<file path="config.mk">
export PLATFORM = sky130hd
export DESIGN_NAME = scfg_slave
export DESIGN_NICKNAME = d
export VERILOG_FILES = /design/src/rtl/scfg_pkg.sv /design/src/rtl/scfg_ctrl.sv /design/src/rtl/scfg_datapath.sv /design/src/rtl/scfg_slave.sv
export SDC_FILE = /design/constraint.sdc
export NUM_CORES = 1
export LEC_CHECK = 0
export BUFFER_PORTS_ARGS = -buffer_cell sky130_fd_sc_hd__buf_4
export CORE_MARGIN = 5
export CORE_UTILIZATION = 45
export DETAILED_ROUTE_END_ITERATION = 10
export GPL_ROUTABILITY_DRIVEN = 0
export PLACE_DENSITY = 0.67
export SYNTH_ARGS = -nofsm -noshare
export SYNTH_HDL_FRONTEND = slang
export SYNTH_SLANG_ARGS = --single-unit
</file>
<file path="constraint.sdc">
create_clock -name clk -period 3.9 [get_ports clk]
set_input_delay 0.39 -clock clk [delete_from_list [all_inputs] [get_ports clk]]
set_output_delay 0.39 -clock clk [all_outputs]
set_load 0.03 [all_outputs]
</file>
<file path="src/rtl/scfg_pkg.sv">
package scfg_pkg;
  // Register index width; covers banks of up to 12 bytes with saturation headroom.
  localparam int IDX_W   = 4;
  localparam int STRAP_W = 5;
  localparam int FREQ_W  = 5;

  typedef enum logic [1:0] {DRV_NONE, DRV_ACK, DRV_DATA} drive_e;

  typedef struct packed {
    logic             shiftIn;    // sample SDA into the receive shifter
    logic             commit;     // store received byte into register regIdx
    logic             loadTx;     // load transmit shifter
    logic             loadCount;  // with loadTx: send the byte count instead of a register
    logic             shiftTx;    // advance transmit shifter by one bit
    logic [IDX_W-1:0] regIdx;
  } strobe_t;
endpackage

</file>
<file path="src/rtl/scfg_ctrl.sv">
module scfg_ctrl
  import scfg_pkg::*;
#(
  parameter int         NUM_BYTES = 6,
  parameter logic [6:0] DEV_ADDR  = 7'h69
) (
  input  logic    clk,
  input  logic    rstN,
  input  logic    sclRise,
  input  logic    sclFall,
  input  logic    busStart,
  input  logic    busStop,
  input  logic    sdaS,
  input  logic [7:0] rxByte,
  output strobe_t stb,
  output drive_e  drive
);
  localparam int CNT_W = $clog2(NUM_BYTES + 4);
  localparam logic [CNT_W-1:0] CNT_MAX = CNT_W'(NUM_BYTES + 3);
  localparam logic [CNT_W-1:0] WR_BASE = CNT_W'(3);   // address, command, count precede data
  localparam logic [CNT_W-1:0] RD_BASE = CNT_W'(1);   // address precedes the count byte
  localparam logic [CNT_W-1:0] LIMIT   = CNT_W'(NUM_BYTES);

  typedef enum logic [2:0] {PH_IDLE, PH_RX, PH_RXACK, PH_TX, PH_TXACK} phase_e;

  phase_e           phase;
  logic [3:0]       bitCnt;
  logic [CNT_W-1:0] byteNum;
  logic [CNT_W-1:0] byteNext;
  logic [CNT_W-1:0] wrIdx;
  logic             isRead;
  logic             byteDone;

  assign byteNext = (byteNum == CNT_MAX) ? byteNum : byteNum + 1'b1;
  assign wrIdx    = byteNum - WR_BASE;
  assign byteDone = (bitCnt == 4'd8);

  always_comb begin
    stb = '0;
    stb.shiftIn = (phase == PH_RX) && sclRise && !byteDone;
    stb.commit  = (phase == PH_RX) && sclFall && byteDone && !isRead &&
                  (byteNum >= WR_BASE) && (wrIdx < LIMIT);
    stb.loadTx    = sclFall && ((phase == PH_RXACK && isRead) || phase == PH_TXACK);
    stb.loadCount = (phase == PH_RXACK);
    stb.shiftTx   = (phase == PH_TX) && sclFall && !byteDone;
    if (phase == PH_TXACK) stb.regIdx = IDX_W'(byteNum - RD_BASE);
    else                   stb.regIdx = IDX_W'(wrIdx);
  end

  always_ff @(posedge clk) begin
    if (!rstN) begin
      phase   <= PH_IDLE;
      bitCnt  <= '0;
      byteNum <= '0;
      isRead  <= 1'b0;
      drive   <= DRV_NONE;
    end else if (busStart) begin
      phase   <= PH_RX;
      bitCnt  <= '0;
      byteNum <= '0;
      isRead  <= 1'b0;
      drive   <= DRV_NONE;
    end else if (busStop) begin
      phase <= PH_IDLE;
      drive <= DRV_NONE;
    end else begin
      case (phase)
        PH_RX: begin
          if (sclRise && !byteDone) begin
            bitCnt <= bitCnt + 1'b1;
          end else if (sclFall && byteDone) begin
            if (byteNum == '0 && rxByte[7:1] != DEV_ADDR) begin
              phase <= PH_IDLE;
            end else begin
              phase <= PH_RXACK;
              drive <= DRV_ACK;
              if (byteNum == '0) isRead <= rxByte[0];
            end
          end
        end
        PH_RXACK: begin
          if (sclFall) begin
            bitCnt  <= '0;
            byteNum <= byteNext;
            if (isRead) begin
              phase <= PH_TX;
              drive <= DRV_DATA;
            end else begin
              phase <= PH_RX;
              drive <= DRV_NONE;
            end
          end
        end
        PH_TX: begin
          if (sclRise) begin
            bitCnt <= bitCnt + 1'b1;
          end else if (sclFall && byteDone) begin
            phase <= PH_TXACK;
            drive <= DRV_NONE;
          end
        end
        PH_TXACK: begin
          if (sclRise) begin
            if (sdaS) phase <= PH_IDLE;    // host non-acknowledge ends the read
          end else if (sclFall) begin
            phase   <= PH_TX;
            drive   <= DRV_DATA;
            bitCnt  <= '0;
            byteNum <= byteNext;
          end
        end
        default: ;
      endcase
    end
  end
endmodule

</file>
<file path="src/rtl/scfg_datapath.sv">
module scfg_datapath
  import scfg_pkg::*;
#(
  parameter int NUM_BYTES = 6,
  parameter int EN_W      = 8 * (NUM_BYTES - 2) + (8 - STRAP_W)
) (
  input  logic               clk,
  input  logic               rstN,
  input  logic               sclIn,
  input  logic               sdaIn,
  input  logic [STRAP_W-1:0] strapIn,
  input  strobe_t            stb,
  input  drive_e             drive,
  output logic               sclS,
  output logic               sdaS,
  output logic               sclRise,
  output logic               sclFall,
  output logic               busStart,
  output logic               busStop,
  output logic [7:0]         rxByte,
  output logic               sdaDriveLow,
  output logic [FREQ_W-1:0]  freqCode,
  output logic               freqFromReg,
  output logic               spreadEn,
  output logic               tristateAll,
  output logic               modeStrap,
  output logic [EN_W-1:0]    outEnable
);
  localparam int LAST = NUM_BYTES - 1;

  logic [1:0] sclSync, sdaSync;
  logic       sclPrev, sdaPrev;
  logic [7:0] rxShift, txShift, txNext;
  logic [7:0] cfgReg [NUM_BYTES];

  // Two-stage synchronizers and edge history
  always_ff @(posedge clk) begin
    if (!rstN) begin
      sclSync <= 2'b11;
      sdaSync <= 2'b11;
      sclPrev <= 1'b1;
      sdaPrev <= 1'b1;
    end else begin
      sclSync <= {sclSync[0], sclIn};
      sdaSync <= {sdaSync[0], sdaIn};
      sclPrev <= sclSync[1];
      sdaPrev <= sdaSync[1];
    end
  end

  assign sclS     = sclSync[1];
  assign sdaS     = sdaSync[1];
  assign sclRise  = sclS && !sclPrev;
  assign sclFall  = !sclS && sclPrev;
  assign busStart = sclS && sclPrev && sdaPrev && !sdaS;
  assign busStop  = sclS && sclPrev && !sdaPrev && sdaS;
  assign rxByte   = rxShift;

  always_ff @(posedge clk) begin
    if (!rstN) rxShift <= '0;
    else if (stb.shiftIn) rxShift <= {rxShift[6:0], sdaS};
  end

  // Register bank; straps are captured inverted while reset is held
  always_ff @(posedge clk) begin
    if (!rstN) begin
      for (int k = 0; k < NUM_BYTES; k++) cfgReg[k] <= (k == 0) ? 8'h00 : 8'hFF;
      cfgReg[LAST] <= {{(8 - STRAP_W){1'b1}}, ~strapIn};
    end else if (stb.commit) begin
      for (int k = 0; k < NUM_BYTES; k++) begin
        if (stb.regIdx == IDX_W'(k)) begin
          if (k == LAST) cfgReg[k][7:STRAP_W] <= rxShift[7:STRAP_W];
          else           cfgReg[k] <= rxShift;
        end
      end
    end
  end

  always_comb begin
    txNext = 8'hFF;
    if (stb.loadCount) begin
      txNext = 8'(NUM_BYTES);
    end else begin
      for (int k = 0; k < NUM_BYTES; k++)
        if (stb.regIdx == IDX_W'(k)) txNext = cfgReg[k];
    end
  end

  always_ff @(posedge clk) begin
    if (!rstN) txShift <= 8'hFF;
    else if (stb.loadTx) txShift <= txNext;
    else if (stb.shiftTx) txShift <= {txShift[6:0], 1'b1};
  end

  assign sdaDriveLow = (drive == DRV_ACK) || (drive == DRV_DATA && !txShift[7]);

  // Decoded configuration
  assign freqFromReg = cfgReg[0][3];
  assign spreadEn    = cfgReg[0][1];
  assign tristateAll = cfgReg[0][0];
  assign modeStrap   = ~cfgReg[LAST][4];
  assign freqCode    = freqFromReg ? {cfgReg[0][2], cfgReg[0][7:4]}
                                   : {1'b0, ~cfgReg[LAST][3:0]};

  for (genvar g = 1; g < LAST; g++) begin : g_en
    assign outEnable[8*(g-1) +: 8] = cfgReg[g];
  end
  assign outEnable[EN_W-1 -: (8 - STRAP_W)] = cfgReg[LAST][7:STRAP_W];
endmodule

</file>
<file path="src/rtl/scfg_slave.sv">
module scfg_slave
  import scfg_pkg::*;
#(
  parameter int         NUM_BYTES = 6,
  parameter logic [6:0] DEV_ADDR  = 7'h69,
  parameter int         EN_W      = 8 * (NUM_BYTES - 2) + (8 - STRAP_W)
) (
  input  logic               clk,
  input  logic               rstN,
  input  logic               sclIn,
  input  logic               sdaIn,
  output logic               sdaDriveLow,
  input  logic [STRAP_W-1:0] strapIn,
  output logic [FREQ_W-1:0]  freqCode,
  output logic               freqFromReg,
  output logic               spreadEn,
  output logic               tristateAll,
  output logic               modeStrap,
  output logic [EN_W-1:0]    outEnable
);
  strobe_t    stb;
  drive_e     drive;
  logic       sclS, sdaS, sclRise, sclFall, busStart, busStop;
  logic [7:0] rxByte;

  scfg_ctrl #(.NUM_BYTES(NUM_BYTES), .DEV_ADDR(DEV_ADDR)) u_ctrl (
    .clk(clk), .rstN(rstN), .sclRise(sclRise), .sclFall(sclFall),
    .busStart(busStart), .busStop(busStop), .sdaS(sdaS), .rxByte(rxByte),
    .stb(stb), .drive(drive)
  );

  scfg_datapath #(.NUM_BYTES(NUM_BYTES), .EN_W(EN_W)) u_dp (
    .clk(clk), .rstN(rstN), .sclIn(sclIn), .sdaIn(sdaIn), .strapIn(strapIn),
    .stb(stb), .drive(drive), .sclS(sclS), .sdaS(sdaS), .sclRise(sclRise),
    .sclFall(sclFall), .busStart(busStart), .busStop(busStop), .rxByte(rxByte),
    .sdaDriveLow(sdaDriveLow), .freqCode(freqCode), .freqFromReg(freqFromReg),
    .spreadEn(spreadEn), .tristateAll(tristateAll), .modeStrap(modeStrap),
    .outEnable(outEnable)
  );
endmodule

</file>
==> flow_summary.yaml, run 1 <==
floorplanning:
  start_util_pct: 46.4
  rows: 37
  die_h_microns: 113
  die_w_microns: 113
  core_area_sq_um: 10400
  die_area_sq_um: 12800
  io_pins: 54
run_status:
  status: "complete, no violations"
sta:
  worstMarginPinSlew_ps: 956
  fmax_mhz: 306
  finalCriticalPeriod_ps: 3270
  rsz0062_at_grt: "no"
  fin_tns_setup_ps: 0
  final_max_slew_viol_count: 0
  skew_ps: 13.2
  hold_violations: 0
  setup_viol: 0
  relSlewSlack_pct: 34.6
  fin_crit_sh_pct: 83.8
critical_path:
  reg2reg_depth: 7
  endpoint_kind: "register"
  r2r_slack_ps: 630
  cp-start-kind: "register"
  path_buf_inv: 1
  crit_slowest_cell: "dfxtp_1"
  critPathMaxFanout: 17
  arrival_ps: 3360
  path_delay_family: "simple AND/OR/NAND/NOR gates"
  crit_chain: "inv_1, ha_1, nand2b_1, a211o_1, or4b_4, or2_1, or3_1"
  crit_type: "register to register"
  cp_data_required_time_ps: 4000
  worstReg2RegStart: "u_ctrl.byteNum[1]$_SDFFE_PP0P_"
  critPathMaxStageDelay_ps: 520
  reg2reg_to: "u_dp.cfgReg[0][35]$_SDFFCE_PN1P_"
finish:
  num-fill-cells: 957
  area_growth_pct: 8.15
  antennaDiodeCount: 0
  nNetsFinal: 504
  fin_util_pct: 50.1
  layout-drive-gt1-share_pct: 20.2
clock_tree:
  path_clk_slew_ps: 90
  cts.sinks: 84
  post_cts_resized: 0
  h-tree-depth: 3
  cts_setup_buffers: 0
  ctsHoldBuffers: 0
  clock_latency_ps: 360
  numCtsBuffers: 9
  cts_tree: "yes"
  root_buffer: "clkbuf_8"
  cts_max_path_buffers: 2
global_routing:
  grt_max_degree: 23
  grtUsageMet1_pct: 25.5
  grt-ovfl-total: 0
  grt_pass1_wl_microns: 19100
  grt_pass1_vias: 3459
  use_met2_pct: 31.1
  antenna_found_initial: 0
  grt-busiest-layer: "met2"
  grtUsageTotal_pct: 19.0
  met3_usage_pct: 3.05
route:
  num_vias: 3742
  drtAntennaViolNets: 0
  routedWlPerCell_microns: 19.6
  drt-pass1-iter-count: 5
  routed_wirelength_microns: 12400
  drtIter0Drc: 353
  drc_errors: 0
  via_per_inst: 5.94
synth:
  synth_cells: 480
  synth_top_area_share_pct: 30.0
  synth_flop_cell: "edfxtp_1"
  synth_nets: 495
  ys_seq_area_share_pct: 45.0
  synth_area_leaders: "edfxtp_1 (30%), dfxtp_1 (15%), buf_4 (5.8%)"
  synth_seq_cells: 84
  synth_largest_area_cell: "edfxtp_1"
  synth_cell_types: 69
  async_flop_share_pct: 0
  syn-cell-area_sq_um: 4810
  yosysMostFrequentCell: "edfxtp_1"
  avgSynthCellArea_sq_um: 10.0
  synth_edf_count: 48
  synthTopCellsByCount: "edfxtp_1 (48), buf_4 (37), dfxtp_1 (36)"
  ys_warn_count: 0
hold_path:
  hold_path_end: "u_dp.sclSync[0]$_SDFF_PN1_"
  holdPathStages: 2
  min_from: "sclIn"
  min_path_type: "input pin to register"
pwr:
  pwr_density_cell_nw_per_um2: 317
  ir_drop_uv: 208
  leakagePower_nw: 1.80
place:
  dp_hpwl_microns: 8820
  io_buffers: 53
flow_run:
  drv_cap: 0
## how the worst max path moves through the flow
stage | endpoint | start | cells past startpoint | slack, ps
6_report | u_dp.cfgReg[0][35]$_SDFFCE_PN1P_ | u_ctrl.byteNum[1]$_SDFFE_PP0P_ | 7 | 630
5_1_grt | u_dp.cfgReg[0][5]$_SDFFCE_PN0P_ | u_ctrl.byteNum[1]$_SDFFE_PP0P_ | 8 | 470
4_1_cts | u_dp.cfgReg[0][23]$_SDFFCE_PN1P_ | u_ctrl.byteNum[1]$_SDFFE_PP0P_ | 7 | 680
3_5_place_dp | u_dp.cfgReg[0][23]$_SDFFCE_PN1P_ | u_ctrl.byteNum[1]$_SDFFE_PP0P_ | 7 | 690
3_3_place_gp | u_dp.txShift[1]$_SDFFE_PN1P_ | u_ctrl.phase[0]$_SDFFE_PN0P_ | 7 | 810
2_1_floorplan | u_dp.cfgReg[0][0]$_SDFFCE_PN0P_ | u_ctrl.byteNum[0]$_SDFFE_PP0P_ | 8 | 750
## cells by family after synthesis
family,count (synthesis),synth area share (%)
buffers and inverters,85,10.6
adder cells (fa/ha/maj),6,1.56
XOR/XNOR,11,2.32
AO/OA/AOI/OAI,100,14.9
multiplexers,31,7.13
flip-flops,84,45.0
AND/OR/NAND/NOR,163,18.5
## report_power, final
group | leakage, nW | internal, mW | switching (mW) | total (mW)
clock | 0.0763 | 0.231 | 0.333 | 0.564
sequential | 0.711 | 0.954 | 0.0177 | 0.972
combinational | 1.01 | 0.0399 | 0.0726 | 0.112
total | 1.80 | 1.22 | 0.424 | 1.65
## state kept, by name, summed over array words and instances, names as in the netlist
register / flops
u_dp.cfgReg: 48
u_dp.rxByte: 8
u_dp.txShift: 8
u_ctrl.bitCnt: 4
u_ctrl.byteNum: 4
u_ctrl.phase: 3
u_ctrl.drive: 2
u_dp.sclSync: 2
u_dp.sdaSync: 2
u_ctrl.isRead: 1
u_dp.sclPrev: 1
u_dp.sdaPrev: 1
## layout by cell type, fill, tap and decap left out, types with 4 or more instances in the layout
cell	n
nand3_1	7
nand4_1	8
o21ai_0	20
nor3_1	8
xnor2_1	6
a31oi_1	6
or3_1	35
a2111oi_0	4
a41oi_1	4
and3_1	4
nand3b_1	4
buf_4	67
and2_1	10
nand2b_1	12
a21oi_1	15
nor2_1	35
clkbuf_8	9
nor2b_1	4
edfxtp_1	48
inv_1	16
mux2i_1	23
ha_1	6
dfxtp_1	36
mux2_2	6
nand2_1	23
a211oi_1	4
o211ai_1	8
## layer usage
layer  up-vias  part of all wire, %
li1       1748                    -
met1      1814                   42
met2       150                   49
met3        30                  6.5
met4         0                  2.4
met5         -                    0
## metrics by stage
step	worst slack (ps)	hold WS (ps)	instances	area [sq um]	total power, mW
floorplan	748	386	480	4810	1.06
global placement	811	388	614	5030	1.10
detailed placement	695	393	614	5030	1.11
CTS	678	198	630	5200	1.65
global route	472	206	630	5200	1.70
finish	632	210	630	5200	1.65
## cell type report
class,count,area (sq um),share of cell area [%]
clock buffer,10,128,2.45
clock inverter,6,40.0,0.770
inverter,16,60.1,1.16
multi-input combinational,311,2140,41.1
sequential,84,2160,41.6
tap,136,170,3.27
timing repair buffer,67,503,9.68
(Power assumes the default switching activity.)
==> run 2, diff against run 1 <==
clock period = 3.2 ns   (was 3.9 ns; I/O delays follow)
==> run 2 against run 1 <==
Via count up 0.83%. Core utilization up 0.54 points. Sequential cell count unchanged. Clock-buffer cell count up 3. Combinational power up 25%. Global-route usage up 0.94 points. First-iteration DRC count up 2.5%. Final cell count up 1.4%. Clock skew down 1.5 ps. Power up 20%. Register-to-register slack worse by 380 ps.
==> flow_summary.yaml, run 2 (synthesis gave the netlist of run 1 again) <==
run_status:
  status: "complete, no violations"
finish:
  largest-register: "u_dp.cfgReg"
  num-fill-cells: 992
  stdcell_count: 639
  layout_common_cells: "buf_4 (76), edfxtp_1 (48), nor2_1 (35), or3_1 (35), dfxtp_1 (35)"
  largest_register_ffs: 48
  area_growth_pct: 9.32
  antennaDiodeCount: 0
  fin_util_pct: 50.7
  layout_commonest_cell: "buf_4"
  nNetsFinal: 513
  layout-drive-gt1-share_pct: 21.7
clock_tree:
  cts_max_path_buffers: 2
  cts.sinks: 84
  path_clk_slew_ps: 80
  root_buffer: "clkbuf_8"
  numCtsBuffers: 9
  ctsHoldBuffers: 0
  h-tree-depth: 3
  clock_latency_ps: 350
  cts_tree: "yes"
route:
  num_vias: 3773
  drtIter0Drc: 362
  routedWlPerCell_microns: 19.8
  drt-pass1-iter-count: 5
  routed_wirelength_microns: 12700
  via_per_inst: 5.90
  drc_errors: 0
  drtAntennaViolNets: 0
floorplanning:
  die_area_sq_um: 12800
  core_area_sq_um: 10400
  rows: 37
  start_util_pct: 46.4
  io_pins: 54
  die_h_microns: 113
  die_w_microns: 113
pwr:
  switchingPower_uw: 481
  p_int_mw: 1.50
  swShare_pct: 24.4
  clockPowerShare_pct: 33.0
  pwr-share-comb_pct: 7.1
  leakagePower_nw: 1.85
  seqPwrFrac_pct: 59.9
  ir_drop_uv: 262
  pwr_density_cell_nw_per_um2: 376
global_routing:
  grt_pass1_wl_microns: 20100
  grtUsageTotal_pct: 20.0
  grt_pass1_vias: 3640
  antenna_found_initial: 0
  grt_max_degree: 23
  grt-ovfl-total: 0
critical_path:
  arrival_ps: 3040
  crit_type: "register to register"
  cp-start-kind: "register"
  reg2reg_depth: 7
  r2r_slack_ps: 250
  critPathMaxStageDelay_ps: 520
  worstReg2RegStart: "u_ctrl.byteNum[1]$_SDFFE_PP0P_"
  crit_chain: "inv_1, ha_1, nand2b_1, a211o_1, or4b_4, or2_1, or3_1"
  critPathMaxFanout: 17
  reg2reg_to: "u_dp.cfgReg[0][21]$_SDFFCE_PN1P_"
  endpoint_kind: "register"
  cp_data_required_time_ps: 3290
  crit_slowest_cell: "or4b_4"
place:
  placed_cells: 623
  dp_hpwl_microns: 9280
  io_buffers: 53
flow_run:
  drv_cap: 0
hold_path:
  min_from: "sclIn"
  hold_path_end: "u_dp.sclSync[0]$_SDFF_PN1_"
  min_path_type: "input pin to register"
  holdPathStages: 2
sta:
  fin_tns_setup_ps: 0
  rsz0062_at_grt: "no"
  setup_viol: 0
  fin_crit_sh_pct: 92.2
  skew_ps: 11.7
  finalCriticalPeriod_ps: 2950
  hold_violations: 0
  worstMarginPinSlew_ps: 738
  final_max_slew_viol_count: 0
  relSlewSlack_pct: 50.4
  fmax_mhz: 339
-- run 2: cell types whose count changed in the layout (fill, tap and decap cells not counted), sizes merged --
cell / change
buf: +9
clkbuf: +3
clkinvlp: -3
-- run 2: power by group through the flow --
stage | Clock [mW] | Combinational [mW] | Sequential (mW)
2_1_floorplan | 0 | 0.0967 | 1.20
3_3_place_gp | 0 | 0.140 | 1.21
3_5_place_dp | 0 | 0.141 | 1.21
4_1_cts | 0.665 | 0.142 | 1.18
5_1_grt | 0.717 | 0.149 | 1.19
6_report | 0.652 | 0.140 | 1.18
-- run 2: area by class of cell --
| cell class | instances | area (sq um) | share of cell area (%) |
|---|---|---|---|
| sequential | 84 | 2160 | 41.2 |
| multi-input combinational | 311 | 2140 | 40.6 |
| timing repair buffer | 76 | 571 | 10.9 |
| tap | 136 | 170 | 3.24 |
| clock buffer | 13 | 139 | 2.64 |
| inverter | 16 | 60.1 | 1.14 |
| clock inverter | 3 | 16.3 | 0.310 |
-- run 2: how the worst max path moves through the flow --
stage                                              start                          endpoint  slack, ps  depth (start not counted)
after floorplan           u_ctrl.byteNum[0]$_SDFFE_PP0P_   u_dp.cfgReg[0][0]$_SDFFCE_PN0P_         50                          8
after global placement    u_ctrl.byteNum[1]$_SDFFE_PP0P_  u_dp.cfgReg[0][24]$_SDFFCE_PN1P_        250                          7
after detailed placement  u_ctrl.byteNum[1]$_SDFFE_PP0P_  u_dp.cfgReg[0][23]$_SDFFCE_PN1P_        150                          7
after CTS                 u_ctrl.byteNum[1]$_SDFFE_PP0P_  u_dp.cfgReg[0][21]$_SDFFCE_PN1P_        120                          7
after global routing      u_ctrl.byteNum[1]$_SDFFE_PP0P_   u_dp.cfgReg[0][5]$_SDFFCE_PN0P_        130                          8
final                     u_ctrl.byteNum[1]$_SDFFE_PP0P_  u_dp.cfgReg[0][21]$_SDFFCE_PN1P_        250                          7
-- run 2: worst max-delay path: cells and delay by family, from the launching register on --
| family | cells | cell delay, ps |
|---|---|---|
| AOI/OAI and AO/OA | 1 | 280 |
| adders and majority gates | 1 | 380 |
| buffers and inverters | 1 | 100 |
| DFF | 1 | 430 |
| and+or+nand+nor | 4 | 1490 |
-- run 2: per-stage QoR --
stage | hold slack, ps | cell area, sq um | setup slack, ps | total power [mW]
after floorplan | 386 | 4810 | 48.2 | 1.30
after global placement | 388 | 5100 | 253 | 1.35
after detailed placement | 392 | 5100 | 150 | 1.35
after CTS | 134 | 5250 | 124 | 1.99
after global routing | 125 | 5260 | 126 | 2.05
final | 151 | 5260 | 249 | 1.98
-- run 2: metal layers --
layer,vias up,GRT usage (%),wire length [microns]
met2,157,32.7,6160
met1,1820,26.0,5400
met4,0,6.89,372
met3,30,4.65,726
li1,1766,-,-
met5,-,0,0
-- run 2: repair_timing --
item | in CTS | in global routing
buffers inserted | 0 | 0
setup endpoints to repair | 0 | 28
resized for setup | 0 | 2
==> run 3, diff against run 2 <==
ABC_AREA = 1   (was not set)
RECOVER_POWER = 25   (was not set)
TNS_END_PERCENT = 30   (was not set)
==> run 3 against run 2 <==
Area after synthesis is 3.5% lower. Maximum frequency is 7.4% higher. Final area fell by 4.5%. Critical path depth increased by 3. Wire length shrank 11%. Register-to-register slack gained 200 ps. Clock-buffer cell count down 4. Setup slack gained 200 ps.
==> flow_summary.yaml, run 3 <==
run_status:
  status: "complete, no violations"
clock_tree:
  ctsHoldBuffers: 0
  post_cts_resized: 0
  cts_tree: "yes"
  root_buffer: "clkbuf_8"
  path_clk_slew_ps: 90
  clock_latency_ps: 360
  cts_setup_buffers: 0
  h-tree-depth: 3
  cts.sinks: 84
  numCtsBuffers: 9
  cts_max_path_buffers: 2
finish:
  fin_util_pct: 49.3
  regArea_sq_um: 2160
  largest-register: "u_dp.cfgReg"
  layout-drive-gt1-share_pct: 12.9
  layout_common_cells: "nand2_1 (155), inv_1 (75), nor2_1 (53)"
  num-fill-cells: 1041
  nNetsFinal: 621
  area_growth_pct: 8.20
  antennaDiodeCount: 0
  fin_area_sq_um: 5020
  stdcell_count: 747
  layout_commonest_cell: "nand2_1"
  largest_register_ffs: 48
  multi_input_area_sq_um: 1830
pwr:
  swShare_pct: 29.1
  clockPowerShare_pct: 34.7
  ir_drop_uv: 271
  seqPwrFrac_pct: 49.4
  pwr_density_cell_nw_per_um2: 489
  pwr-share-comb_pct: 15.9
  leakagePower_nw: 2.10
  p_int_mw: 1.74
  switchingPower_uw: 714
global_routing:
  antenna_found_initial: 0
  grtUsageTotal_pct: 18.5
  grt_pass1_vias: 3703
  grt_pass1_wl_microns: 18400
  grt_max_degree: 28
  grt-ovfl-total: 0
critical_path:
  worstReg2RegStart: "u_ctrl.byteNum[0]$_SDFFE_PP0P_"
  critPathMaxFanout: 15
  crit_slowest_cell: "dfxtp_1"
  reg2reg_to: "u_dp.cfgReg[0][46]$_SDFFCE_PN1P_"
  critPathMaxStageDelay_ps: 620
  reg2reg_depth: 10
  crit_chain: "inv_1, ha_1, inv_1, nand3_1, nand2_2, nor2_2, and2_1, nand2_1, nor2_1, nand2_1"
  crit_cells: 10
  arrival_ps: 2850
  path_buf_inv: 2
  cp_data_required_time_ps: 3300
  r2r_slack_ps: 450
  endpoint_kind: "register"
  crit_type: "register to register"
  cp-start-kind: "register"
  path_delay_family: "simple AND/OR/NAND/NOR gates"
flow_run:
  drv_cap: 0
place:
  dpl_cell_area_sq_um: 4910
  dp_hpwl_microns: 8170
  io_buffers: 53
  dp_slack_ps: 499
  placed_cells: 731
sta:
  skew_ps: 8.92
  hold_violations: 0
  setup_viol: 0
  worstMarginPinSlew_ps: 1290
  fin_crit_sh_pct: 85.9
  fmax_mhz: 364
  fin_tns_setup_ps: 0
  relSlewSlack_pct: 13.9
  finalCriticalPeriod_ps: 2750
  setup_slack_ps: 452
  rsz0062_at_grt: "no"
  final_max_slew_viol_count: 0
synth:
  synthTopCellsByCount: "nand2_1 (155), inv_1 (75), nor2_1 (53)"
  synth_top_area_share_pct: 31.1
  synth_nets: 602
  synth_largest_area_cell: "edfxtp_1"
  synth_edf_count: 48
  synth_area_leaders: "edfxtp_1 (31%), dfxtp_1 (16%), nand2_1 (13%)"
  synth_cells: 587
  synth_cell_types: 41
  avgSynthCellArea_sq_um: 7.91
  ys_seq_area_share_pct: 46.6
  yosysMostFrequentCell: "nand2_1"
  syn-cell-area_sq_um: 4640
  ys_warn_count: 0
  async_flop_share_pct: 0
  synth_seq_cells: 84
  synth_flop_cell: "edfxtp_1"
route:
  num_vias: 3867
  drc_errors: 0
  routed_wirelength_microns: 11300
  routedWlPerCell_microns: 15.1
  drtAntennaViolNets: 0
  via_per_inst: 5.18
  drtIter0Drc: 347
  drt-pass1-iter-count: 5
hold_path:
  min_from: "sclIn"
  min_path_type: "input pin to register"
  holdPathStages: 2
  hold_path_end: "u_dp.sclSync[0]$_SDFF_PN1_"
floorplanning:
  die_w_microns: 112
  die_area_sq_um: 12400
  rows: 37
  start_util_pct: 45.6
  die_h_microns: 112
  core_area_sq_um: 10200
  io_pins: 54
-- run 3: changes by cell type in the layout (fill, tap and decap cells not counted), moves of 24 or more --
| cell | previous run | this run |
|---|---|---|
| nand2_1 | 23 | 155 |
| clkbuf_1 | 4 | 30 |
| buf_4 | 76 | 25 |
| nand3_1 | 7 | 31 |
| inv_1 | 16 | 75 |
| or3_1 | 35 | 0 |
-- run 3: worst max path at each step --
stage                                         from                          endpoint
floorplan           u_ctrl.byteNum[0]$_SDFFE_PP0P_   u_dp.cfgReg[0][0]$_SDFFCE_PN0P_
global placement    u_ctrl.byteNum[0]$_SDFFE_PP0P_  u_dp.cfgReg[0][45]$_SDFFCE_PN1P_
detailed placement  u_ctrl.byteNum[0]$_SDFFE_PP0P_      u_dp.txShift[4]$_SDFFE_PN1P_
CTS                 u_ctrl.byteNum[0]$_SDFFE_PP0P_      u_dp.txShift[4]$_SDFFE_PN1P_
global route        u_ctrl.byteNum[0]$_SDFFE_PP0P_      u_dp.txShift[4]$_SDFFE_PN1P_
finish              u_ctrl.byteNum[0]$_SDFFE_PP0P_  u_dp.cfgReg[0][46]$_SDFFCE_PN1P_
-- run 3: cell families after synthesis --
| family | synth area share (%) |
|---|---|
| and+or+nand+nor | 30.7 |
| DFF | 46.6 |
| adders and majority gates | 1.62 |
| buffers and inverters | 14.0 |
| AOI/OAI and AO/OA | 6.36 |
| xor gates and xnor gates | 0.728 |
-- run 3: power by group through the flow --
stage	clock network (mW)	logic (mW)	registers (mW)
2_1_floorplan	0	0.286	1.23
3_5_place_dp	0	0.387	1.24
4_1_cts	0.866	0.389	1.21
6_report	0.853	0.390	1.21
5_1_grt	0.917	0.440	1.22
3_3_place_gp	0	0.380	1.24
-- run 3: layer usage --
metal / track usage, % / wire (microns) / share of wire (%)
met1: 25.1 / 4970 / 44
met2: 30.0 / 5230 / 46
met3: 3.70 / 882 / 7.8
met4: 5.92 / 171 / 1.5
met5: 0 / 0 / 0
-- run 3: area by class of cell --
| cell class | instances | share of cell area, % |
|---|---|---|
| sequential | 84 | 43.1 |
| clock buffer | 9 | 2.47 |
| clock inverter | 7 | 1.97 |
| tap | 136 | 3.39 |
| inverter | 79 | 5.96 |
| multi-input combinational | 372 | 36.4 |
| timing repair buffer | 60 | 6.73 |
-- run 3: per-stage QoR --
step	hold WS [ps]	power, mW
2_1_floorplan	393	1.52
6_report	140	2.46
5_1_grt	127	2.58
3_3_place_gp	394	1.62
4_1_cts	125	2.47
3_5_place_dp	402	1.63
-- run 3: worst register-to-register path, delay by kind of cell, from the launching register on --
| kind | cells | cell delay [ps] |
|---|---|---|
| buffers and inverters | 2 | 310 |
| and+or+nand+nor | 7 | 1190 |
| DFF | 1 | 620 |
| adders and majority gates | 1 | 390 |
